<file path="src/rtl/sia_pkg.sv">
package sia_pkg;
    localparam int NUM_CH  = 16;
    localparam int DATA_W  = 32;
    localparam int ADDR_W  = 4;
    localparam int GEN_BIT = 20;

    localparam logic [ADDR_W-1:0] ADR_STATUS = ADDR_W'(0);
    localparam logic [ADDR_W-1:0] ADR_INHIB  = ADDR_W'(1);
    localparam logic [ADDR_W-1:0] ADR_ENABLE = ADDR_W'(2);
    localparam logic [ADDR_W-1:0] ADR_PEND   = ADDR_W'(3);

    typedef enum logic [2:0] {
        SEL_NONE,
        SEL_STATUS,
        SEL_INHIB,
        SEL_ENABLE,
        SEL_PEND
    } reg_sel_e;

    function automatic reg_sel_e decode_addr(input logic [ADDR_W-1:0] a);
        reg_sel_e s;
        unique case (a)
            ADR_STATUS: s = SEL_STATUS;
            ADR_INHIB:  s = SEL_INHIB;
            ADR_ENABLE: s = SEL_ENABLE;
            ADR_PEND:   s = SEL_PEND;
            default:    s = SEL_NONE;
        endcase
        return s;
    endfunction
endpackage

</file>
<file path="src/rtl/sia_chan_gate.sv">
module sia_chan_gate #(
    parameter int NUM_CH = sia_pkg::NUM_CH
) (
    input  logic [NUM_CH-1:0] req_i,
    input  logic [NUM_CH-1:0] inhib_i,
    output logic [NUM_CH-1:0] pend_o
);
    for (genvar g = 0; g < NUM_CH; g++) begin : g_chan
        assign pend_o[g] = req_i[g] & ~inhib_i[g];
    end
endmodule

</file>
<file path="src/rtl/sia_regs.sv">
module sia_regs
    import sia_pkg::*;
#(
    parameter int NUM_CH  = sia_pkg::NUM_CH,
    parameter int DATA_W  = sia_pkg::DATA_W,
    parameter int ADDR_W  = sia_pkg::ADDR_W,
    parameter int GEN_BIT = sia_pkg::GEN_BIT
) (
    input  logic              clk,
    input  logic              rst_n,
    input  logic [ADDR_W-1:0] addr_i,
    input  logic              wr_i,
    input  logic [DATA_W-1:0] wdata_i,
    input  logic [NUM_CH-1:0] req_i,
    input  logic [NUM_CH-1:0] pend_i,
    output logic [NUM_CH-1:0] inhib_o,
    output logic              gen_en_o,
    output logic [DATA_W-1:0] rdata_o
);
    reg_sel_e          sel;
    logic [NUM_CH-1:0] inhib_q;
    logic              en_q;

    assign sel = reg_sel_e'(decode_addr(addr_i));

    always_ff @(posedge clk or negedge rst_n) begin
        if (!rst_n) begin
            inhib_q <= '1;
            en_q    <= 1'b0;
        end else if (wr_i) begin
            unique case (sel)
                SEL_INHIB:  inhib_q <= wdata_i[NUM_CH-1:0];
                SEL_ENABLE: en_q    <= wdata_i[GEN_BIT];
                default:    ;
            endcase
        end
    end

    always_comb begin
        rdata_o = '0;
        unique case (sel)
            SEL_STATUS: rdata_o[NUM_CH-1:0] = req_i;
            SEL_INHIB:  rdata_o[NUM_CH-1:0] = inhib_q;
            SEL_ENABLE: rdata_o[GEN_BIT]    = en_q;
            SEL_PEND:   rdata_o[NUM_CH-1:0] = pend_i;
            default:    ;
        endcase
    end

    assign inhib_o  = inhib_q;
    assign gen_en_o = en_q;

    AST_INHIB_RESET_ALL_SET: assert property (@(posedge clk) disable iff (!rst_n)
        $past(!rst_n) |-> (inhib_q == '1 && !en_q));
    AST_UNMAPPED_WR_INERT: assert property (@(posedge clk) disable iff (!rst_n)
        (wr_i && sel == SEL_NONE) |=> ($stable(inhib_q) && $stable(en_q)));
    AST_RO_WR_INERT: assert property (@(posedge clk) disable iff (!rst_n)
        (wr_i && (sel == SEL_STATUS || sel == SEL_PEND)) |=> ($stable(inhib_q) && $stable(en_q)));
endmodule

</file>
<file path="src/rtl/sia_irq_drive.sv">
module sia_irq_drive #(
    parameter int NUM_CH = sia_pkg::NUM_CH
) (
    input  logic              clk,
    input  logic              rst_n,
    input  logic              gen_en_i,
    input  logic [NUM_CH-1:0] pend_i,
    output logic              irq_o
);
    logic irq_q;

    always_ff @(posedge clk or negedge rst_n) begin
        if (!rst_n) irq_q <= 1'b0;
        else        irq_q <= gen_en_i & (|pend_i);
    end

    assign irq_o = irq_q;

    AST_GEN_OFF_QUIET: assert property (@(posedge clk) disable iff (!rst_n)
        !gen_en_i |=> !irq_q);
    AST_NO_PEND_QUIET: assert property (@(posedge clk) disable iff (!rst_n)
        (pend_i == '0) |=> !irq_q);
    AST_PEND_FIRES: assert property (@(posedge clk) disable iff (!rst_n)
        (gen_en_i && pend_i != '0) |=> irq_q);
endmodule

</file>
<file path="src/rtl/sia_irq_aggregator.sv">
module sia_irq_aggregator
    import sia_pkg::*;
#(
    parameter int NUM_CH  = sia_pkg::NUM_CH,
    parameter int DATA_W  = sia_pkg::DATA_W,
    parameter int ADDR_W  = sia_pkg::ADDR_W,
    parameter int GEN_BIT = sia_pkg::GEN_BIT
) (
    input  logic              clk,
    input  logic              rst_n,
    input  logic [NUM_CH-1:0] chan_req_i,
    input  logic [ADDR_W-1:0] reg_addr_i,
    input  logic              reg_wr_i,
    input  logic [DATA_W-1:0] reg_wdata_i,
    output logic [DATA_W-1:0] reg_rdata_o,
    output logic              irq_o
);
    logic [NUM_CH-1:0] inhib;
    logic [NUM_CH-1:0] pend;
    logic              gen_en;

    sia_chan_gate #(.NUM_CH(NUM_CH)) i_gate (
        .req_i   (chan_req_i),
        .inhib_i (inhib),
        .pend_o  (pend)
    );

    sia_regs #(
        .NUM_CH(NUM_CH), .DATA_W(DATA_W), .ADDR_W(ADDR_W), .GEN_BIT(GEN_BIT)
    ) i_regs (
        .clk      (clk),
        .rst_n    (rst_n),
        .addr_i   (reg_addr_i),
        .wr_i     (reg_wr_i),
        .wdata_i  (reg_wdata_i),
        .req_i    (chan_req_i),
        .pend_i   (pend),
        .inhib_o  (inhib),
        .gen_en_o (gen_en),
        .rdata_o  (reg_rdata_o)
    );

    sia_irq_drive #(.NUM_CH(NUM_CH)) i_drive (
        .clk      (clk),
        .rst_n    (rst_n),
        .gen_en_i (gen_en),
        .pend_i   (pend),
        .irq_o    (irq_o)
    );
endmodule

</file>
<file path="config.mk">
export PLATFORM = sky130hd
export DESIGN_NAME = sia_irq_aggregator
export DESIGN_NICKNAME = d
export VERILOG_FILES = /design/src/rtl/sia_pkg.sv /design/src/rtl/sia_chan_gate.sv /design/src/rtl/sia_regs.sv /design/src/rtl/sia_irq_drive.sv /design/src/rtl/sia_irq_aggregator.sv
export SDC_FILE = /design/constraint.sdc
export NUM_CORES = 1
export LEC_CHECK = 0
export BUFFER_PORTS_ARGS = -buffer_cell sky130_fd_sc_hd__buf_2
export CORE_MARGIN = 2
export CORE_UTILIZATION = 30
export DETAILED_ROUTE_END_ITERATION = 8
export PLACE_DENSITY_LB_ADDON = 0.15
export SLEW_MARGIN = 25
export SYNTH_ARGS = -nofsm -noshare
export SYNTH_HDL_FRONTEND = slang
export SYNTH_SLANG_ARGS = --single-unit
</file>
<file path="constraint.sdc">
create_clock -name clk -period 2.5 [get_ports clk]
set_input_delay 0.5 -clock clk [delete_from_list [all_inputs] [get_ports clk]]
set_output_delay 0.5 -clock clk [all_outputs]
set_load 0.02 [all_outputs]
</file>
## Word-level counts from Yosys, hierarchy flattened

Cells that the tools add are included.

| storage, ports and cells | value |
|---|---|
| output and inout port bits | 33 |
| bits in latches | 0 |
| memories | 0 |
| register bits | 18 |
| input port bits | 55 |
| logic and storage cells | 50 |
| ROM bits | 0 |
| RAM bits | 0 |

| operators by class | value |
|---|---|
| reductions and logical operators | 4 |
| $lt $le $gt $ge | 0 |
| bitwise operators | 33 |
| divide/modulo/power cells | 0 |
| muxes and demuxes | 3 |
| equal/unequal tests | 7 |
| shift operators | 0 |
| multipliers | 0 |
| add/sub/neg operators | 0 |

Operators with widths:

| kind | number |
|---|---|
| case mux 16 bit (3 select lines) | 1 |
| AND 1 bit | 17 |
| inverter 1 bit | 16 |
| OR reduction 16 bit | 1 |
| case mux 3 bit (4 select lines) | 1 |
| equality test 4 x 2 -> 1 bit (second input constant) | 2 |
| equality test 3 x 2 -> 1 bit (second input constant) | 2 |
| equality test 4 x 1 -> 1 bit (second input constant) | 1 |
| zero test 4 bit | 1 |
| AND reduction 2 bit | 2 |
| equality test 3 x 1 -> 1 bit (second input constant) | 1 |
| equality test 3 bit (second input constant) | 1 |
| two-way mux 1 bit | 1 |

## Depth between registers and ports, before layout

Gate-level depths: netlist of the first run.

| depth | value |
|---|---|
| depth after elaboration | 4 |
| depth in mapped cells | 5 |
| gate-level depth less buffers | 3 |

## Modules after synthesis

Synthesis of the first run repeated with hierarchy kept, for this count alone.

| second synthesis, totals | value |
|---|---|
| cell total of the unflattened synthesis | 134 |
| area total of the unflattened synthesis | 1,534.0 µm² |

Modules (own cells, without submodules):

| module | area each (µm²) | cells each | seq. area each (µm²) | times used |
|---|---|---|---|---|
| sia_regs | 1,251.2 | 111 | 445.4 | 1 |
| sia_chan_gate | 220.2 | 16 | 0.0 | 1 |
| sia_irq_drive | 62.6 | 7 | 25.0 | 1 |

## Worst setup path before layout of the first run

OpenSTA, ideal clock, no wires.

| path | value |
|---|---|
| path type | input -> output |
| from | in reg_addr_i[3] |
| to | out reg_rdata_o[0] |
| buffers on the path | 2 |
| data required time | 2,000 ps |
| arrival | 1,448 ps |
| slack | 552 ps |
| cell stages on the path | 4 |
| cells stage by stage | or2_2 -> clkbuf_1 -> buf_2 -> a21oi_1 |

| between the ends | value |
|---|---|
| longest elaborated chain between the ends | 4 |
| elaborated cells between the ends (all ways) | 9 |
| those cells by class | 6 x eq/ne; 2 x mux; 1 x reduce/logical |

Ends and longest elaborated chain:

| what | line | RTL |
|---|---|---|
| from (decl) | sia_irq_aggregator.sv:12 | `input logic [ADDR_W-1:0] reg_addr_i,` |
| equality test 4 x 2 -> 1 bit, or another cell as far along | sia_pkg.sv:22 | `unique case (a)` |
| case mux 3 bit (4 select lines) * | sia_pkg.sv:22 |  |
| equality test 3 bit, or another cell as far along | sia_regs.sv:41 | `unique case (sel)` |
| case mux 16 bit (3 select lines) * | sia_regs.sv:41 |  |
| to (decl) | sia_irq_aggregator.sv:15 | `output logic [DATA_W-1:0] reg_rdata_o,` |

Mark *: on every way between the ends. The rest lies on a longest branch, timed or not.

## Worst setup path after layout of the first run

| path | value |
|---|---|
| from | in reg_addr_i[1] |
| to | out reg_rdata_o[1] |

The elaborated chain is that of the path after synthesis.

==> results.yml, run 1 <==
status:
  status: "complete, no violations"
pwr:
  swShare_pct: 29.3
  power_frac_seq_pct: 45.8
  p_int_uw: 706
  p_per_area_nw_per_um2: 540
  power_switching_uw: 292
  pwr-share-comb_pct: 33.2
  pwr-share-clk_pct: 20.9
  ir_drop_mv: 0.196
  leakagePower_uw: 0.000933
placement:
  dp.cells: 286
  io_buffers: 57
  dp_hpwl_um: 2550
  gp_congestion: 0.696
floorplanning:
  die_area_um2: 5720
  initial_core_util_pct: 30.5
  die_h_um: 75.7
  ioPinCount: 88
  rows: 26
  die_w_um: 75.7
  core_area_um2: 5040
final_layout:
  n_fill_cell: 550
  multiInputGateArea_um2: 947
  drive_gt1_share_pct: 44.5
  layout_commonest_cell: "buf_2"
  area_growth_pct: 20.1
  insertedDiodeCount: 0
  regArea_um2: 470
  stdcell_count: 290
  final_nets: 276
sta:
  fmax_mhz: 455
  worstMarginPinSlew_ns: 0.564
  period_needed_ns: 2.20
  period_share_pct: 87.8
  finalSetupViolations: 0
  whs_ns: 0.181
  slew_headroom_pct: 62.4
  final.setup.tns_ns: 0
  slew_violations: 0
  rsz0062_at_grt: "false"
  finClkSkew_ns: 0.000344
  finalHoldViolCount: 0
worst_setup_path:
  critical_path.max_fanout: 35
  worst_ep_arrival_time_ns: 1.70
  rr_startpoint: "i_regs.inhib_o[12]"
  path_class: "in -> out"
  critPathLaunchType: "input port"
  crit_path_start: "reg_addr_i[1]"
  worst_setup_path_end_kind: "output port"
  reg2reg_slack_ns: 1.19
  required_ns: 2.00
yosys:
  synthCells: 168
  yosysSeqAreaShare_pct: 30.5
  avgSynthCellArea_um2: 9.17
  synth_top_area_share_pct: 27.3
  yosysTopAreaCell: "dfstp_2"
  synth_warnings: 0
  syn_area_um2: 1540
  synth_cell_type_count: 26
  synth-seq-cells: 18
  synth_area_leaders: "dfstp_2 27%, mux2_4 9.7%, and3b_1 9.1%"
route:
  num_vias: 1280
  drt_first_pass_iters: 4
  wirelength_um: 3530
  wl_per_cell_um: 12.2
  antenna_left: 0
  vias_per_cell: 4.41
  drc: 0
  drtIter0Drc: 42
global_routing:
  grtUsageTotal_pct: 12.9
  antenna_found_initial: 0
  overflow: 0
  grt_pass1_wl_um: 5460
  grt_pass1_vias: 1090
  grt_max_degree: 36
clock_network:
  cts.sinks: 18
  clk_latency_ns: 0.25
  tritoncts: "yes"
  root_buffer: "clkbuf_8"
  clk_path_buf_depth: 2
  numCtsBuffers: 3
  htreeDepth: 1
  cts.clk_slew.worst_paths_ns: 0.07
  ctsHoldBuffers: 0
  postCtsSetupBuffers: 0
  cts_resized: 0
flow_run:
  cap_violations: 0
worst_hold_path:
  hold_class: "in -> async"
-- cell usage after synthesis --
cell type and number:
a21oi_1 16, nand4b_4 1, and3b_1 16, buf_8 1, dfrtp_1 2, and2b_1 2
dfstp_2 16, o2111ai_1 2, nand4_1 2, conb_1 1, nor2b_1 15, clkbuf_1 2
or2_2 1, inv_1 2, and3_1 1, mux2_2 7, nand2_1 16, o41a_1 1
buf_2 3, buf_4 16, mux2_4 10, nand3_1 1, o21ai_0 16, nor2_4 2
nand2b_1 14, clkbuf_2 2
-- cell type report --
type | instances | share of cell area, %
Inverter | 2 | 0.406
Timing Repair Buffer | 58 | 15.8
Multi-Input combinational cell | 138 | 51.2
Tap cell | 70 | 4.73
Clock buffer | 4 | 2.43
Sequential cell | 18 | 25.4
-- power groups by stage --
stage               clock network, µW  registers [µW]  logic, µW
floorplan                           0             448        269
global placement                    0             460        333
detailed placement                  0             463        336
CTS                               220             458        338
global route                      234             473        368
finish                            209             458        332
-- layer usage --
| layer | track usage (%) | share of wire (%) | wire, µm | vias up |
|---|---|---|---|---|
| li1 | - | - | - | 655 |
| met1 | 17.0 | 46 | 1620 | 580 |
| met2 | 21.4 | 48 | 1710 | 43 |
| met3 | 1.98 | 4.9 | 173 | 2 |
| met4 | 4.68 | 0.76 | 27 | 0 |
| met5 | 0 | 0 | 0 | - |
-- through the flow --
step	total power (µW)	setup WS, ns	utilization, %	cell area, µm²
detailed placement	799	0.286	35.8	1810
finish	999	0.304	36.7	1850
CTS	1020	0.278	36.7	1850
floorplan	718	0.552	-	1590
global placement	793	0.294	35.8	1810
global route	1080	0.177	36.7	1850
-- logic make-up after synthesis --
group / share of synthesized area (%)
simple gates: 30.7
flops: 30.5
compound gates: 12.3
mux: 14.9
buf+inv: 11.4
other cells: 0.243
-- sequential cells by signal, indices dropped and copies added (netlist names) --
| name | flops |
|---|---|
| i_drive.irq_o | 1 |
| i_regs.gen_en_o | 1 |
| i_regs.inhib_o | 16 |
-- path summary, 6_finish.rpt --
| kind | to | cells after the start |
|---|---|---|
| setup / recovery | reg_rdata_o[1] | 5 |
| hold / removal | i_regs.gen_en_o | 1 |
| setup reg to reg | i_drive.irq_o | 3 |
| hold reg to reg | i_drive.irq_o | 1 |
| max in group asynchronous | i_regs.inhib_o[11] | 1 |
| min in group clk | i_regs.inhib_o[12] | 2 |
-- critical path: stages --
cell	delay (ns)
buf_2	0.28
nor2_4	0.43
nand2_1	0.10
a21oi_1	0.18
buf_2	0.19
No activity file was read; power rests on OpenSTA's default activity.
==> inputs of run 2 (changes only) <==
--- a/config.mk
+++ b/config.mk
@@ -8,6 +8,7 @@
 export BUFFER_PORTS_ARGS = -buffer_cell sky130_fd_sc_hd__buf_2
 export CORE_MARGIN = 2
 export CORE_UTILIZATION = 30
+export CTS_BUF_LIST = sky130_fd_sc_hd__clkbuf_8
 export DETAILED_ROUTE_END_ITERATION = 8
 export PLACE_DENSITY_LB_ADDON = 0.15
 export SLEW_MARGIN = 25
==> constraint.sdc (replaced) <==
create_clock -name clk -period 2.32 [get_ports clk]
set_input_delay 0.464 -clock clk [delete_from_list [all_inputs] [get_ports clk]]
set_output_delay 0.464 -clock clk [all_outputs]
set_load 0.02 [all_outputs]
==> run 2 against run 1 <==
Cell count grew 0.69%. Count of clock-buffer cells in the layout unchanged. Total power grew 11%. Routed wire length shrank 0.88%. Via count shrank 1.2%. Setup slack got worse by 0.026 ns. Critical path depth did not move. Sequential share of layout area fell by 0.34 points. Largest power group unchanged.
==> results.yml, run 2 (synthesis results as in run 1) <==
worst_setup_path:
  path_class: "in -> out"
  worst_setup_path_end_kind: "output port"
  critPathLaunchType: "input port"
  required_ns: 1.86
  critical_path.max_fanout: 35
  reg2reg_slack_ns: 1.01
  worst_ep_arrival_time_ns: 1.58
route:
  drt_first_pass_iters: 4
  antenna_left: 0
  wl_per_cell_um: 12.0
  num_vias: 1265
  drc: 0
  vias_per_cell: 4.33
  drtIter0Drc: 18
  wirelength_um: 3500
pwr:
  leakagePower_uw: 0.000949
  power_frac_seq_pct: 44.5
  power_switching_uw: 315
  ir_drop_mv: 0.272
  p_per_area_nw_per_um2: 590
  pwr-share-clk_pct: 23.0
  swShare_pct: 28.5
  p_int_uw: 792
  pwr-share-comb_pct: 32.5
clock_network:
  cts.sinks: 18
  cts.clk_slew.worst_paths_ns: 0.07
  numCtsBuffers: 3
  postCtsSetupBuffers: 0
  cts_resized: 0
  root_buffer: "clkbuf_8"
  htreeDepth: 1
  clk_latency_ns: 0.25
  tritoncts: "yes"
  clk_path_buf_depth: 2
  ctsHoldBuffers: 0
final_layout:
  insertedDiodeCount: 0
  stdcell_count: 292
  final_nets: 278
  utilization_pct: 37.2
  area_growth_pct: 21.8
  drive_gt1_share_pct: 45.5
  largest_register_ffs: 16
  fin_area_um2: 1880
  layout_commonest_cell: "buf_2"
global_routing:
  grtUsageTotal_pct: 13.2
  grt_max_degree: 36
  overflow: 0
  antenna_found_initial: 0
  grt_pass1_vias: 1201
  grt_pass1_wl_um: 5600
sta:
  rsz0062_at_grt: "false"
  slew_headroom_pct: 62.7
  finalHoldViolCount: 0
  fmax_mhz: 490
  finalSetupViolations: 0
  final.setup.tns_ns: 0
  slew_violations: 0
  period_needed_ns: 2.04
  period_share_pct: 88.0
  worstMarginPinSlew_ns: 0.560
  whs_ns: 0.145
  finClkSkew_ns: 0.000494
placement:
  gp_congestion: 0.666
  dp.cells: 288
  dp_hpwl_um: 2660
  dpl_cell_area_um2: 1820
  io_buffers: 57
floorplanning:
  core_area_um2: 5040
  ioPinCount: 88
  die_area_um2: 5720
  die_w_um: 75.7
  initial_core_util_pct: 30.5
  rows: 26
  die_h_um: 75.7
flow_run:
  cap_violations: 0
worst_hold_path:
  hold_class: "in -> async"
status:
  status: "complete, no violations"
==> run 2: area by class of cell <==
type	count	area [µm²]
Tap cell	70	87.6
Inverter	2	7.51
Timing Repair Buffer	60	308
Clock buffer	4	55.1
Fill cell	546	3170
Multi-Input combinational cell	138	947
Sequential cell	18	470
==> run 2: power by group through the flow <==
| stage | logic [µW] | clock network (µW) | registers [µW] |
|---|---|---|---|
| 2_1_floorplan | 290 | 0 | 483 |
| 3_3_place_gp | 363 | 0 | 495 |
| 3_5_place_dp | 366 | 0 | 499 |
| 4_1_cts | 367 | 271 | 494 |
| 5_1_grt | 401 | 279 | 510 |
| 6_report | 360 | 255 | 493 |
==> run 2: worst max-delay path: stages <==
cell and delay (ns):
buf_2 0.44, and3b_1 0.23, o21ai_0 0.08, a21oi_1 0.16
buf_2 0.19
==> run 2: per-stage QoR <==
stage / total power (µW) / worst slack [ns]
3_5_place_dp: 865 / 0.265
5_1_grt: 1190 / 0.121
4_1_cts: 1130 / 0.261
3_3_place_gp: 858 / 0.260
6_report: 1110 / 0.278
2_1_floorplan: 773 / 0.444
==> run 2: layer usage <==
layer / global-route usage, % / up-vias / share of wire, %
met5: 0 / - / 0
met4: 4.68 / 0 / 0.89
met3: 1.98 / 2 / 4.6
met2: 21.6 / 45 / 46
met1: 17.6 / 560 / 48
li1: - / 658 / -
==> run 2: worst paths after layout <==
check / cells past startpoint / from / to
setup / recovery: 5 / reg_addr_i[1] / reg_rdata_o[13]
hold / removal: 1 / rst_n / i_drive.irq_o
setup reg to reg: 3 / i_regs.inhib_o[12] / i_drive.irq_o
hold reg to reg: 1 / i_regs.gen_en_o / i_drive.irq_o
max in group asynchronous: 1 / rst_n / i_regs.inhib_o[9]
min in group clk: 2 / reg_wdata_i[1] / i_regs.inhib_o[1]
